**config.mk**
```make
export PLATFORM = sky130hd
export DESIGN_NAME = sleep_pwr_seq
export DESIGN_NICKNAME = d
export VERILOG_FILES = /design/src/rtl/pseq_pkg.sv /design/src/rtl/pseq_tick_timer.sv /design/src/rtl/pseq_fsm.sv /design/src/rtl/pseq_outmap.sv /design/src/rtl/sleep_pwr_seq.sv
export SDC_FILE = /design/constraint.sdc
export NUM_CORES = 1
export LEC_CHECK = 0
export BUFFER_PORTS_ARGS = -buffer_cell sky130_fd_sc_hd__buf_2
export CELL_PAD_IN_SITES_DETAIL_PLACEMENT = 1
export CELL_PAD_IN_SITES_GLOBAL_PLACEMENT = 1
export CORE_ASPECT_RATIO = 0.5
export CORE_MARGIN = 8
export CORE_UTILIZATION = 35
export CTS_CLUSTER_SIZE = 8
export DETAILED_ROUTE_END_ITERATION = 8
export PLACE_DENSITY_LB_ADDON = 0.1
export SYNTH_ARGS = -nofsm -noshare
export SYNTH_HDL_FRONTEND = slang
export SYNTH_HIERARCHICAL = 1
export SYNTH_SLANG_ARGS = --single-unit
```
**constraint.sdc**
```tcl
create_clock -name clk -period 3.6 [get_ports clk]
set_clock_uncertainty 0.1 [all_clocks]
set_input_delay 0.36 -clock clk [delete_from_list [all_inputs] [get_ports clk]]
set_output_delay 0.36 -clock clk [all_outputs]
set_load 0.01 [all_outputs]
```
**src/rtl/pseq_pkg.sv**
```systemverilog
package pseq_pkg;

  typedef enum logic [2:0] {
    ST_RUN       = 3'd0,
    ST_CPU_DN    = 3'd1,
    ST_CORE_DN   = 3'd2,
    ST_SLEEP     = 3'd3,
    ST_CORE_OSC  = 3'd4,
    ST_CORE_GOOD = 3'd5,
    ST_CPU_UP    = 3'd6,
    ST_PG_WAIT   = 3'd7
  } seq_state_e;

  localparam logic [1:0] DEPTH_DEEP  = 2'd0;
  localparam logic [1:0] DEPTH_MID   = 2'd1;
  localparam logic [1:0] DEPTH_LIGHT = 2'd2;

  typedef struct packed {
    logic cpu_on;
    logic core_on;
    logic clk_on;
    logic self_ref;
    logic run;
  } rail_req_t;

  // Fold the unused depth code onto the light mode
  function automatic logic [1:0] norm_depth(input logic [1:0] d);
    return (d == 2'd3) ? DEPTH_LIGHT : d;
  endfunction

  // Logical requests for a given sequencer state and latched depth
  function automatic rail_req_t decode(input seq_state_e s, input logic [1:0] d);
    rail_req_t r;
    r = '{cpu_on: 1'b1, core_on: 1'b1, clk_on: 1'b1, self_ref: 1'b0, run: 1'b0};
    case (s)
      ST_RUN:       r.run = 1'b1;
      ST_CPU_DN:    r.cpu_on = 1'b0;
      ST_CORE_DN: begin
        r.cpu_on  = 1'b0;
        r.core_on = 1'b0;
        r.clk_on  = 1'b0;
      end
      ST_SLEEP: begin
        r.cpu_on   = 1'b0;
        r.core_on  = (d != DEPTH_DEEP);
        r.clk_on   = (d != DEPTH_DEEP);
        r.self_ref = (d != DEPTH_LIGHT);
      end
      ST_CORE_OSC, ST_CORE_GOOD: begin
        r.cpu_on   = 1'b0;
        r.self_ref = 1'b1;
      end
      default: ;
    endcase
    return r;
  endfunction

endpackage

```
**src/rtl/pseq_tick_timer.sv**
```systemverilog
module pseq_tick_timer #(
  parameter int DLY_W = 16
) (
  input  logic             clk,
  input  logic             rst,
  input  logic             tick,
  input  logic             load,
  input  logic [DLY_W-1:0] load_val,
  output logic             expired
);

  logic [DLY_W-1:0] cnt_q;

  always_ff @(posedge clk) begin
    if (rst) begin
      cnt_q <= '0;
    end else if (load) begin
      cnt_q <= load_val;
    end else if (tick && (cnt_q != '0)) begin
      cnt_q <= cnt_q - 1'b1;
    end
  end

  // A step ends on the first tick seen with the count already at zero
  assign expired = tick && (cnt_q == '0);

endmodule

```
**src/rtl/pseq_fsm.sv**
```systemverilog
module pseq_fsm
  import pseq_pkg::*;
#(
  parameter int DLY_W = 16
) (
  input  logic             clk,
  input  logic             rst,
  input  logic [1:0]       cfg_depth,
  input  logic [DLY_W-1:0] cfg_cpu_off_dly,
  input  logic [DLY_W-1:0] cfg_cpu_good_dly,
  input  logic [DLY_W-1:0] cfg_core_off_dly,
  input  logic [DLY_W-1:0] cfg_osc_dly,
  input  logic [DLY_W-1:0] cfg_core_good_dly,
  input  logic             cfg_pgood_en,
  input  logic             sleep_req,
  input  logic             wake_req,
  input  logic             cpu_pgood,
  input  logic             expired,
  output logic             load,
  output logic [DLY_W-1:0] load_val,
  output seq_state_e       state_d,
  output logic [1:0]       depth_d
);

  seq_state_e state_q;
  logic [1:0] depth_q;
  logic       pend_q, pend_d;
  logic       in_entry;

  assign in_entry = (state_q == ST_CPU_DN) || (state_q == ST_CORE_DN) ||
                    (state_q == ST_SLEEP);

  always_comb begin
    state_d  = state_q;
    depth_d  = depth_q;
    load     = 1'b0;
    load_val = '0;
    case (state_q)
      ST_RUN: if (sleep_req) begin
        state_d  = ST_CPU_DN;
        depth_d  = norm_depth(cfg_depth);
        load     = 1'b1;
        load_val = cfg_cpu_off_dly;
      end
      ST_CPU_DN: if (expired) begin
        if (depth_q == DEPTH_DEEP) begin
          state_d  = ST_CORE_DN;
          load     = 1'b1;
          load_val = cfg_core_off_dly;
        end else begin
          state_d = ST_SLEEP;
        end
      end
      ST_CORE_DN: if (expired) state_d = ST_SLEEP;
      ST_SLEEP: if (wake_req || pend_q) begin
        load = 1'b1;
        if (depth_q == DEPTH_DEEP) begin
          state_d  = ST_CORE_OSC;
          load_val = cfg_osc_dly;
        end else begin
          state_d  = ST_CPU_UP;
          load_val = cfg_cpu_good_dly;
        end
      end
      ST_CORE_OSC: if (expired) begin
        state_d  = ST_CORE_GOOD;
        load     = 1'b1;
        load_val = cfg_core_good_dly;
      end
      ST_CORE_GOOD: if (expired) begin
        state_d  = ST_CPU_UP;
        load     = 1'b1;
        load_val = cfg_cpu_good_dly;
      end
      ST_CPU_UP: if (expired) state_d = cfg_pgood_en ? ST_PG_WAIT : ST_RUN;
      ST_PG_WAIT: if (cpu_pgood) state_d = ST_RUN;
      default: state_d = ST_RUN;
    endcase
  end

  // Wake latch: armed during entry and sleep, consumed when sleep is left
  always_comb begin
    pend_d = pend_q;
    if ((state_q == ST_SLEEP) && (state_d != ST_SLEEP)) begin
      pend_d = 1'b0;
    end else if (wake_req && in_entry) begin
      pend_d = 1'b1;
    end
  end

  always_ff @(posedge clk) begin
    if (rst) begin
      state_q <= ST_RUN;
      depth_q <= DEPTH_LIGHT;
      pend_q  <= 1'b0;
    end else begin
      state_q <= state_d;
      depth_q <= depth_d;
      pend_q  <= pend_d;
    end
  end

endmodule

```
**src/rtl/pseq_outmap.sv**
```systemverilog
module pseq_outmap
  import pseq_pkg::*;
(
  input  logic       clk,
  input  logic       rst,
  input  seq_state_e state_d,
  input  logic [1:0] depth_d,
  input  logic       cfg_core_hi,
  input  logic       cfg_clk_hi,
  input  logic       cfg_combined,
  input  logic       cfg_irq_inv,
  input  logic       pmu_irq,
  output logic       cpu_pwr_req,
  output logic       core_pwr_req_o,
  output logic       sys_clk_req_o,
  output logic       dram_sr_req,
  output logic       cpu_run,
  output logic       irq_out,
  output logic       core_on_q
);

  rail_req_t nxt_req;
  logic      core_log;

  assign nxt_req  = rst ? decode(ST_RUN, DEPTH_LIGHT) : decode(state_d, depth_d);
  assign core_log = cfg_combined ? (nxt_req.cpu_on & nxt_req.core_on) : nxt_req.core_on;

  always_ff @(posedge clk) begin
    cpu_pwr_req    <= nxt_req.cpu_on;
    core_on_q      <= nxt_req.core_on;
    core_pwr_req_o <= cfg_core_hi ? core_log : ~core_log;
    sys_clk_req_o  <= cfg_clk_hi ? nxt_req.clk_on : ~nxt_req.clk_on;
    dram_sr_req    <= nxt_req.self_ref;
    cpu_run        <= nxt_req.run;
  end

  // Interrupt pass-through: one flop, no reset so it tracks from the first edge
  always_ff @(posedge clk) begin
    irq_out <= pmu_irq ^ cfg_irq_inv;
  end

endmodule

```
**src/rtl/sleep_pwr_seq.sv**
```systemverilog
module sleep_pwr_seq
  import pseq_pkg::*;
#(
  parameter int DLY_W = 16
) (
  input  logic             clk,
  input  logic             rst,
  input  logic             tick,
  input  logic [1:0]       cfg_depth,
  input  logic [DLY_W-1:0] cfg_cpu_off_dly,
  input  logic [DLY_W-1:0] cfg_cpu_good_dly,
  input  logic [DLY_W-1:0] cfg_core_off_dly,
  input  logic [DLY_W-1:0] cfg_osc_dly,
  input  logic [DLY_W-1:0] cfg_core_good_dly,
  input  logic             cfg_core_hi,
  input  logic             cfg_clk_hi,
  input  logic             cfg_combined,
  input  logic             cfg_pgood_en,
  input  logic             cfg_irq_inv,
  input  logic             sleep_req,
  input  logic             wake_req,
  input  logic             cpu_pgood,
  input  logic             pmu_irq,
  output logic             cpu_pwr_req,
  output logic             core_pwr_req_o,
  output logic             sys_clk_req_o,
  output logic             dram_sr_req,
  output logic             cpu_run,
  output logic             irq_out
);

  logic             tmr_load;
  logic [DLY_W-1:0] tmr_val;
  logic             tmr_exp;
  seq_state_e       state_d;
  logic [1:0]       depth_d;
  logic             core_on_q;

  pseq_tick_timer #(.DLY_W(DLY_W)) u_tmr (
    .clk      (clk),
    .rst      (rst),
    .tick     (tick),
    .load     (tmr_load),
    .load_val (tmr_val),
    .expired  (tmr_exp)
  );

  pseq_fsm #(.DLY_W(DLY_W)) u_fsm (
    .clk               (clk),
    .rst               (rst),
    .cfg_depth         (cfg_depth),
    .cfg_cpu_off_dly   (cfg_cpu_off_dly),
    .cfg_cpu_good_dly  (cfg_cpu_good_dly),
    .cfg_core_off_dly  (cfg_core_off_dly),
    .cfg_osc_dly       (cfg_osc_dly),
    .cfg_core_good_dly (cfg_core_good_dly),
    .cfg_pgood_en      (cfg_pgood_en),
    .sleep_req         (sleep_req),
    .wake_req          (wake_req),
    .cpu_pgood         (cpu_pgood),
    .expired           (tmr_exp),
    .load              (tmr_load),
    .load_val          (tmr_val),
    .state_d           (state_d),
    .depth_d           (depth_d)
  );

  pseq_outmap u_out (
    .clk            (clk),
    .rst            (rst),
    .state_d        (state_d),
    .depth_d        (depth_d),
    .cfg_core_hi    (cfg_core_hi),
    .cfg_clk_hi     (cfg_clk_hi),
    .cfg_combined   (cfg_combined),
    .cfg_irq_inv    (cfg_irq_inv),
    .pmu_irq        (pmu_irq),
    .cpu_pwr_req    (cpu_pwr_req),
    .core_pwr_req_o (core_pwr_req_o),
    .sys_clk_req_o  (sys_clk_req_o),
    .dram_sr_req    (dram_sr_req),
    .cpu_run        (cpu_run),
    .irq_out        (irq_out),
    .core_on_q      (core_on_q)
  );

endmodule

```
# Word-level counts from Yosys, hierarchy flattened
# Index checks and enable logic that the tools add are counted.
totals:
  word_cells: 87
  reg_bits: 28
  input_bits: 94
  out_inout_bits: 6
classes:
  addsub: 1
  bitwise_logic: 4
  n_mux: 39
  eq_ne: 15
  n_reduce_logical: 18
ops:
  columns: ["operator", "count"]
  rows:
  - ["$mux W16", 9]
  - ["$pmux W16 S5", 1]
  - ["$mux W3", 9]
  - ["$pmux W3 S8", 1]
  - ["$eq A3 B3 Y1 const B", 6]
  - ["$logic_not A16 Y1", 1]
  - ["$reduce_bool A16 Y1", 1]
  - ["$sub A16 B1 Y16 const B", 1]
  - ["$eq A3 B2 Y1 const B", 4]
  - ["$mux W1", 11]
  - ["$mux W2", 4]
  - ["$eq A3 B1 Y1 const B", 2]
  - ["$logic_not A3 Y1", 2]
  - ["$reduce_or A2 Y1", 3]
  - ["$mux W5", 1]
  - ["$reduce_or A5 Y1", 1]
  - ["$logic_and A1 B1 Y1", 4]
  - ["$pmux W1 S4", 1]
  - ["$pmux W2 S2", 1]
  - ["$reduce_bool A2 Y1", 2]
  - ["$logic_or A1 B1 Y1", 3]
  - ["$ne A3 B2 Y1 const B", 1]
  - ["$eq A2 B2 Y1 const B", 1]
  - ["$logic_not A2 Y1", 1]
  - ["other kinds (5)", 6]

# Depth between registers and ports, before layout
# Gate-level depths: netlist of the first run.
logic_depth:
  ltp_word: 12
  mapped_depth: 13

# Modules after synthesis
# Netlist of the first run, hierarchy kept.
modules_own_cells:
  columns: ["mod", "area_each_um2", "seq_area_each_um2", "n_inst", "cells_each"]
  rows:
  - ["pseq_fsm", 1148.6, 120.1, 1, 141]
  - ["pseq_tick_timer", 1102.3, 320.3, 1, 133]
  - ["pseq_outmap", 284.0, 140.1, 1, 28]

# Worst setup path after synthesis of the first run
# No wires, ideal clock.
synth_timing:
  kind: "flip-flop to flip-flop"
  start: "register u_tmr.cnt_q[0]"
  end: "register u_tmr.cnt_q[3]"
  synth_period_minus_slack_ps: 3119
  arrival_time_ps: 2924
  setup_slack_ps: 481
  path_buffers: 3
  setup_time_ps: 95
  path_stages_with_launch: 13
  cell_sequence: "dfxtp_1 > inv_1 > ha_1 > nor3b_1 > nand3_1 > nor2_1 > nor4b_4 > buf_6 > nand3b_1 > clkbuf_1 > buf_4 > a21oi_1 > a221oi_1"
synth_via:
  elab_chain_cells: 5
synth_rtl:
  columns: ["element", "line_no", "source"]
  rows:
  - ["from (decl)", "pseq_tick_timer.sv:12", "logic [DLY_W-1:0] cnt_q;"]
  - ["from (signal assigned)", "pseq_tick_timer.sv:18", "cnt_q <= load_val;"]
  - ["from (signal assigned)", "pseq_tick_timer.sv:20", "cnt_q <= cnt_q - 1'b1;"]
  - ["$logic_not A16 Y1 (*)", "pseq_tick_timer.sv:25", "assign expired = tick && (cnt_q == '0);"]
  - ["$logic_and A1 B1 Y1 (*)", "pseq_tick_timer.sv:25", null]
  - ["named net tmr_exp", "sleep_pwr_seq.sv:34", "logic tmr_exp;"]
  - ["$mux W1, on equally long branches", "pseq_fsm.sv:65, pseq_fsm.sv:70, pseq_fsm.sv:45", null]
  - ["$pmux W1 S4 (*)", "pseq_fsm.sv:38", "case (state_q)"]
  - ["named net tmr_load", "sleep_pwr_seq.sv:32", "logic tmr_load;"]
  - ["$mux W16 or $reduce_bool A2 Y1 (tied branches)", null, null]
# The timed path passes the listed nets; every way through them passes the cells marked *. The select of a mux whose other input is x is not followed.
# A chain may end at the register's enable or synchronous reset.

==> run metrics, run 1 <==
worst hold path type=in2reg; relative slew slack=0.558; P_leak=1.41 nW; vias=2782; Max Cap Violations=0; Post-CTS Setup Bufs=0; setup TNS=0 ns; first-pass iteration count of the detailed router=4; status=finished, final reports clean; share of layout cells above drive strength 1=0.340; kind of critical path=reg2reg; pin slew with the least headroom to its limit=0.656 ns; Routed WL=9330 µm; later-pin clock latency in the skew report=0.28 ns; WL per Instance=19.2 µm; Avg Inst Size Synth=8.36 µm²; startpoint types=flip-flop; CP max FO=6; TritonCTS clock tree=done; Top Ports=100; Final Setup Violations=0; Slew Limit Fails=0; post-placement cell count=482; syn_nets=397; Die ar.=10300 µm²; maximum vdd drop=0.235 mV; vias per cell=5.72; clock sinks=28; register area=561 µm²; # fillers=847; Clock Pin Slew Worst Setup and Hold Paths=0.08 ns; Max Fclk=298 MHz; clock buffer depth=2; final antenna diode count=0; Post-DP HPWL=7460 µm; initial DRC count=171; # DRC=0; vias in the first global route=2858; Synth Instances=301; RSZ-0062 raised after global routing=false; TritonCTS Buffers=3; chip width=136 µm; Ys Warns=6; Finished Layout Cells=486; Mapped Area=2510 µm²; H-tree lvl count=1; clk root buf=clkbuf_16; WHS=0.175 ns; initial antenna violation count=0; largest net degree at the start of global routing=32; Post-CTS Resized=0; Hold Buf Count CTS=0; I/O Buffers=99; PwrDens=360 nW/µm²; Critical Path End Type=flip-flop; min Tclk post-route=3.36 ns; first-pass GRT wire length=14800 µm; fin nets=491; die height=75.9 µm; Total GRT Usage=0.174; gp weighted congestion=0.829; remaining global-route overflow=0; area occupied by multi-input gates=1800 µm²; Detail Route Antenna Nets=0; Final Hold Vio Count=0; CP arrival=3.42 ns; Area Growth Syn to Fin=26.8%; initial core utilization=0.368; row count=21; Critical Path RT=3.66 ns; Final Cycle Share=0.933; core box area=6830 µm²
==> final timing paths <==
| check | slack [ns] | depth (start not counted) | endpoint | startpoint |
|---|---|---|---|---|
| setup / recovery | 0.24 | 11 | u_out/core_pwr_req_o$_DFF_P_ | u_tmr/cnt_q[0]$_SDFFE_PP0P_ |
| hold / removal | 0.17 | 2 | u_out/irq_out$_DFF_P_ | pmu_irq |
| setup reg to reg | 0.24 | 11 | u_out/core_pwr_req_o$_DFF_P_ | u_tmr/cnt_q[0]$_SDFFE_PP0P_ |
| hold reg to reg | 0.43 | 2 | u_tmr/cnt_q[6]$_SDFFE_PP0P_ | u_tmr/cnt_q[6]$_SDFFE_PP0P_ |
==> through the flow <==
step	utilization	setup slack, ns	power (mW)	instance area [µm²]
2_1_floorplan	-	0.481	0.669	2510
3_3_place_gp	0.451	0.433	0.791	3080
3_5_place_dp	0.451	0.331	0.805	3080
4_1_cts	0.467	0.294	1.16	3190
5_1_grt	0.467	0.0134	1.22	3190
6_report	0.467	0.240	1.15	3190
==> cell usage in the layout, fill, tap and decap left out, drive strengths merged, types with 2 or more instances in the layout <==
master and instances:
a311oi 7, nor4b 2, nor2 17, nand2 28, o21ai 6, o31ai 3
inv 13, nor3b 3, nand2b 5, o31a 2, nor4 6, a221oi 3
clkbuf 3, mux2i 32, a31oi 5, o311ai 2, or4b 2, or2 4
nand3b 4, nor2b 6, or3b 3, dfxtp 28, nand4 5, or4 3
a21o 19, o221ai 17, o41ai 2, nor3 9, nand3 8, o211ai 5
a21oi 9, ha 2, or3 7, buf 108
==> metal layers <==
metal / GRT usage / up-vias / part of all wire
met5: 0 / - / 0
li1: - / 1351 / -
met2: 0.310 / 45 / 0.52
met4: 0.0152 / 0 / 0.0021
met3: 0.0375 / 2 / 0.039
met1: 0.217 / 1384 / 0.44
==> power by group <==
| group | total (mW) | switching (mW) | internal (mW) |
|---|---|---|---|
| sequential | 0.379 | 0.0374 | 0.341 |
| clock | 0.343 | 0.121 | 0.222 |
| combinational | 0.427 | 0.237 | 0.189 |
==> critical path, stage by stage, from the launching register on <==
cell and delay [ns]:
dfxtp_1 0.35, inv_1 0.10, ha_1 0.24, nor3b_1 0.27, nand3_1 0.20, nor2_1 0.45
a21oi_1 0.13, or3_1 0.38, nand3_1 0.16, or3b_1 0.39, a21o_1 0.20, o221a_1 0.26
==> flip-flops by register name, summed over array words and instances (netlist names) <==
name,count
u_tmr/cnt_q,16
u_fsm/state_q,3
u_fsm/depth_q,2
u_fsm/pend_q,1
u_out/core_pwr_req_o,1
u_out/cpu_pwr_req,1
u_out/cpu_run,1
u_out/dram_sr_req,1
u_out/irq_out,1
u_out/sys_clk_req_o,1
==> layout make-up <==
| class | count | area share |
|---|---|---|
| Inverter | 13 | 0.0153 |
| Multi-Input combinational cell | 241 | 0.563 |
| Clock inverter | 1 | 0.00942 |
| Tap cell | 92 | 0.0361 |
| Sequential cell | 28 | 0.176 |
| Timing Repair Buffer | 108 | 0.177 |
| Clock buffer | 3 | 0.0235 |
No activity file was read; power rests on OpenSTA's default activity.
==> run 2: changes to the inputs <==
- BUFFER_PORTS_ARGS: -buffer_cell sky130_fd_sc_hd__buf_2 -> unset
- CORE_UTILIZATION: 35 -> 46
- DONT_BUFFER_PORTS: unset -> 1
==> run metrics, run 2 (same netlist as run 1, synthesis figures left out) <==
status=finished, final reports clean; kind of critical path=reg2reg; TritonCTS clock tree=done; vias in the first global route=2548; fin nets=390; WHS=0.0327 ns; vias=2385; initial DRC count=145; commonest non-fill, non-tap cell in the layout=mux2i_1; Final Hold Vio Count=0; Top Ports=100; register area=561 µm²; reg2reg setup slack=0.31 ns; largest net degree at the start of global routing=32; CP max FO=11; later-pin clock latency in the skew report=0.29 ns; die height=68.3 µm; first-pass GRT wire length=12800 µm; WL per Instance=22.1 µm; share of layout cells above drive strength 1=0.119; RR Endpoint=u_tmr/cnt_q[15]$_SDFFE_PP0P_; RSZ-0062 raised after global routing=false; Hold Crit Start=rst; FF-to-FF Start=u_tmr/cnt_q[0]$_SDFFE_PP0P_; biggest registers after layout=u_tmr/cnt_q: 16 flops, u_fsm/state_q: 3 flops, u_fsm/depth_q: 2 flops; final antenna diode count=0; worst hold path type=in2reg; maximum vdd drop=0.224 mV; Final Setup Violations=0; PwrDens=358 nW/µm²; largest register by flop count=u_tmr/cnt_q; Post-DP HPWL=6400 µm; # DRC=0; clock sinks=28; setup TNS=0 ns; max reg flops=16; relative slew slack=0.517; TritonCTS Buffers=3; Area Growth Syn to Fin=3.83%; Hold Crit Endpoint=u_fsm/state_q[1]$_SDFF_PP0_; Clock Pin Slew Worst Setup and Hold Paths=0.10 ns; clock buffer depth=2; pin slew with the least headroom to its limit=0.718 ns; area occupied by multi-input gates=1800 µm²; # fillers=670; Hold Path Depth=1; initial antenna violation count=0; CP arrival=3.41 ns; Detail Route Antenna Nets=0; Final Cycle Share=0.913; min Tclk post-route=3.29 ns; commonest cells after routing, fill and taps aside=mux2i_1, dfxtp_1, nand2_1, a21o_1, o221ai_1; Critical Path RT=3.73 ns; Max Fclk=304 MHz; r2r worst-path depth=11; core box area=5370 µm²; remaining global-route overflow=0; row count=19; first-pass iteration count of the detailed router=4; gp weighted congestion=0.829; H-tree lvl count=1; startpoint types=flip-flop; Max Cap Violations=0; Critical Path End Type=flip-flop; vias per cell=6.52; chip width=121 µm; I/O Buffers=0; initial core utilization=0.468; Routed WL=8100 µm; clk root buf=clkbuf_8; Total GRT Usage=0.195; Slew Limit Fails=0; P_leak=0.986 nW; Die ar.=8230 µm²
[run 2: cell count changes in the layout (fill, tap and decap cells not counted), sizes merged]
cell    delta
buf      -101
bufinv     -1
clkbuf     +1
[run 2: how the worst max path moves through the flow]
stage                                startpoint                           end  slack, ns  cells after the start
floorplan           u_tmr/cnt_q[0]$_SDFFE_PP0P_   u_tmr/cnt_q[3]$_SDFFE_PP0P_       0.48                     12
global placement    u_tmr/cnt_q[0]$_SDFFE_PP0P_  u_out/core_pwr_req_o$_DFF_P_       0.34                     11
detailed placement  u_tmr/cnt_q[0]$_SDFFE_PP0P_   u_tmr/cnt_q[5]$_SDFFE_PP0P_       0.14                     11
CTS                 u_tmr/cnt_q[0]$_SDFFE_PP0P_  u_out/core_pwr_req_o$_DFF_P_       0.09                     12
global route        u_tmr/cnt_q[0]$_SDFFE_PP0P_  u_tmr/cnt_q[15]$_SDFFE_PP0P_       0.10                     11
finish              u_tmr/cnt_q[0]$_SDFFE_PP0P_  u_tmr/cnt_q[15]$_SDFFE_PP0P_       0.31                     11
[run 2: area by class of cell]
| cell class | count | area share |
|---|---|---|
| multi-input combinational | 241 | 0.690 |
| sequential | 28 | 0.215 |
| tap | 73 | 0.0350 |
| clock buffer | 4 | 0.0211 |
| timing repair buffer | 7 | 0.0201 |
| inverter | 13 | 0.0187 |
[run 2: worst max-delay path, stage by stage (launching register included)]
cell      delay, ns
dfxtp_1        0.42
inv_1          0.09
ha_1           0.26
nor3b_2        0.19
nand3_1        0.20
nor2_2         0.12
nand3b_1       0.12
nor2b_1        0.15
nand3b_1       0.41
nor4_4         0.50
or4b_1         0.49
a31oi_1        0.17
[run 2: timing repair]
action / 4_1_cts / 5_1_grt
hold buffers: 0 / 0
setup endpoints to repair: 0 / 14
gates resized for setup: 0 / 2
setup buffers: 0 / 0
[run 2: report_power, final]
group          internal (mW)  switching (mW)
combinational          0.147           0.199
sequential             0.342          0.0419
clock                 0.0985           0.108
[run 2: through the flow]
| stage | utilization | std cells | setup WS, ns | instance area [µm²] | total power, mW |
|---|---|---|---|---|---|
| 6_report | 0.486 | 366 | 0.313 | 2610 | 0.936 |
| 3_5_place_dp | 0.474 | 362 | 0.137 | 2550 | 0.730 |
| 5_1_grt | 0.486 | 366 | 0.101 | 2610 | 0.997 |
| 2_1_floorplan | - | 301 | 0.481 | 2510 | 0.669 |
| 3_3_place_gp | 0.474 | 362 | 0.339 | 2550 | 0.718 |
| 4_1_cts | 0.485 | 366 | 0.0851 | 2600 | 0.938 |
[run 2: metal layers]
metal	GRT usage	vias up	wire (µm)
li1	-	1153	-
met1	0.239	1165	3580
met2	0.354	59	4050
met3	0.0486	8	424
met4	0.0247	0	50
met5	0	-	0
==> run 3: changes to the inputs <==
- CORE_UTILIZATION: 46 -> 35
- SLEW_MARGIN: unset -> 30
==> run metrics, run 3 (same netlist as run 1, synthesis figures left out) <==
status=finished, final reports clean; vias in the first global route=2417; slowest CP cell=nor2_1; met2 track demand over resource=0.262; CP arrival=3.37 ns; vias=2399; vias per cell=6.12; most used cell, CP=nand3_1; share of layout cells above drive strength 1=0.137; clock buffer depth=2; first-pass iteration count of the detailed router=4; GRT Max-Usage Layer=met2; initial core utilization=0.368; Max Fclk=302 MHz; pin slew with the least headroom to its limit=0.561 ns; P_leak=1.04 nW; final antenna diode count=0; gp weighted congestion=0.816; Power Total=1.04 mW; Routed WL=8670 µm; initial antenna violation count=0; worst hold path type=in2reg; largest net degree at the start of global routing=32; # DRC=0; H-tree lvl count=1; commonest cells after routing, fill and taps aside=mux2i_1, dfxtp_1, nand2_1, a21o_1, o221ai_1; Max Cap Violations=0; TritonCTS Buffers=3; clock sinks=28; PwrDens=381 nW/µm²; initial DRC count=104; kind of critical path=reg2reg; Detail Route Antenna Nets=0; later-pin clock latency in the skew report=0.27 ns; core box area=6830 µm²; Slew Limit Fails=0; die height=75.9 µm; chip width=136 µm; Largest stage delay, worst path=0.41 ns; met1 usage=0.207; Total GRT Usage=0.160; fin nets=397; Critical Path RT=3.66 ns; remaining global-route overflow=0; Top Ports=100; Final Cycle Share=0.919; TritonCTS clock tree=done; Critical Path End Type=flip-flop; relative slew slack=0.626; max reg flops=16; Final Setup Violations=0; Hold Buf Count CTS=0; startpoint types=flip-flop; met3 Usage GRT=0.0428; row count=21; biggest registers after layout=u_tmr/cnt_q: 16 flops, u_fsm/state_q: 3 flops, u_fsm/depth_q: 2 flops; commonest non-fill, non-tap cell in the layout=mux2i_1; clk root buf=clkbuf_16; setup TNS=0 ns; Clock Pin Slew Worst Setup and Hold Paths=0.08 ns; WL per Instance=22.1 µm; RSZ-0062 raised after global routing=false; Die ar.=10300 µm²; min Tclk post-route=3.31 ns; I/O Buffers=0; maximum vdd drop=0.212 mV; first-pass GRT wire length=13400 µm; Post-DP HPWL=6760 µm; CP max FO=6; largest register by flop count=u_tmr/cnt_q; Area Growth Syn to Fin=8.16%; Final Hold Vio Count=0; worst-path cell chain=inv_1 -> ha_1 -> nor3b_1 -> nand3_1 -> nor2_1 -> a21oi_1 -> or3_1 -> nand3_1 -> or3b_1 -> a21o_1 -> o221a_1
-- run 3: layout make-up --
class	count	area [µm²]
clock buffers	4	88.8
fillers	819	4110
inverters	13	48.8
multi-input cells	241	1800
flip-flops and latches	28	561
well taps	92	115
repair buffers	14	105
-- run 3: path summary, 6_finish.rpt --
check                              startpoint                      endpoint  slack [ns]  cells past startpoint
setup / recovery  u_tmr/cnt_q[0]$_SDFFE_PP0P_  u_out/core_pwr_req_o$_DFF_P_        0.29                     11
hold / removal                            rst  u_tmr/cnt_q[11]$_SDFFE_PP0P_        0.05                      1
hold reg to reg   u_tmr/cnt_q[6]$_SDFFE_PP0P_   u_tmr/cnt_q[6]$_SDFFE_PP0P_        0.44                      2
setup reg to reg  u_tmr/cnt_q[0]$_SDFFE_PP0P_  u_out/core_pwr_req_o$_DFF_P_        0.29                     11
-- run 3: where the power goes --
group	leakage (nW)	internal, mW	switching [mW]
Clock	0.0442	0.171	0.119
Combinational	0.760	0.158	0.206
Sequential	0.231	0.342	0.0418
Total	1.04	0.670	0.366
-- run 3: through the flow --
stage                     hold slack, ns  utilization  worst slack (ns)  std cells  area, µm²
after floorplan                    0.329            -             0.481        301       2510
after global placement             0.336        0.381             0.459        385       2600
after detailed placement           0.340        0.381             0.318        385       2600
after CTS                         0.0507        0.394             0.300        389       2690
after global routing              0.0447        0.398            0.0129        392       2720
final                             0.0543        0.398             0.291        392       2720
-- run 3: critical path: cells and delay by family, from the launching register on --
family | cells | cell delay, ns
and+or+nand+nor | 6 | 1.83
adders and majority gates | 1 | 0.23
DFF | 1 | 0.35
buffers and inverters | 1 | 0.11
AOI/OAI and AO/OA | 3 | 0.57
-- run 3: per-layer routing --
| metal | part of all wire | up-vias |
|---|---|---|
| li1 | - | 1159 |
| met1 | 0.45 | 1170 |
| met2 | 0.49 | 62 |
| met3 | 0.057 | 8 |
| met4 | 0.0096 | 0 |
| met5 | 0 | - |
-- run 3: timing repair --
item                       4_1_cts  5_1_grt
resized for setup                0        1
setup buffers                    0        3
setup endpoints to repair        0        4
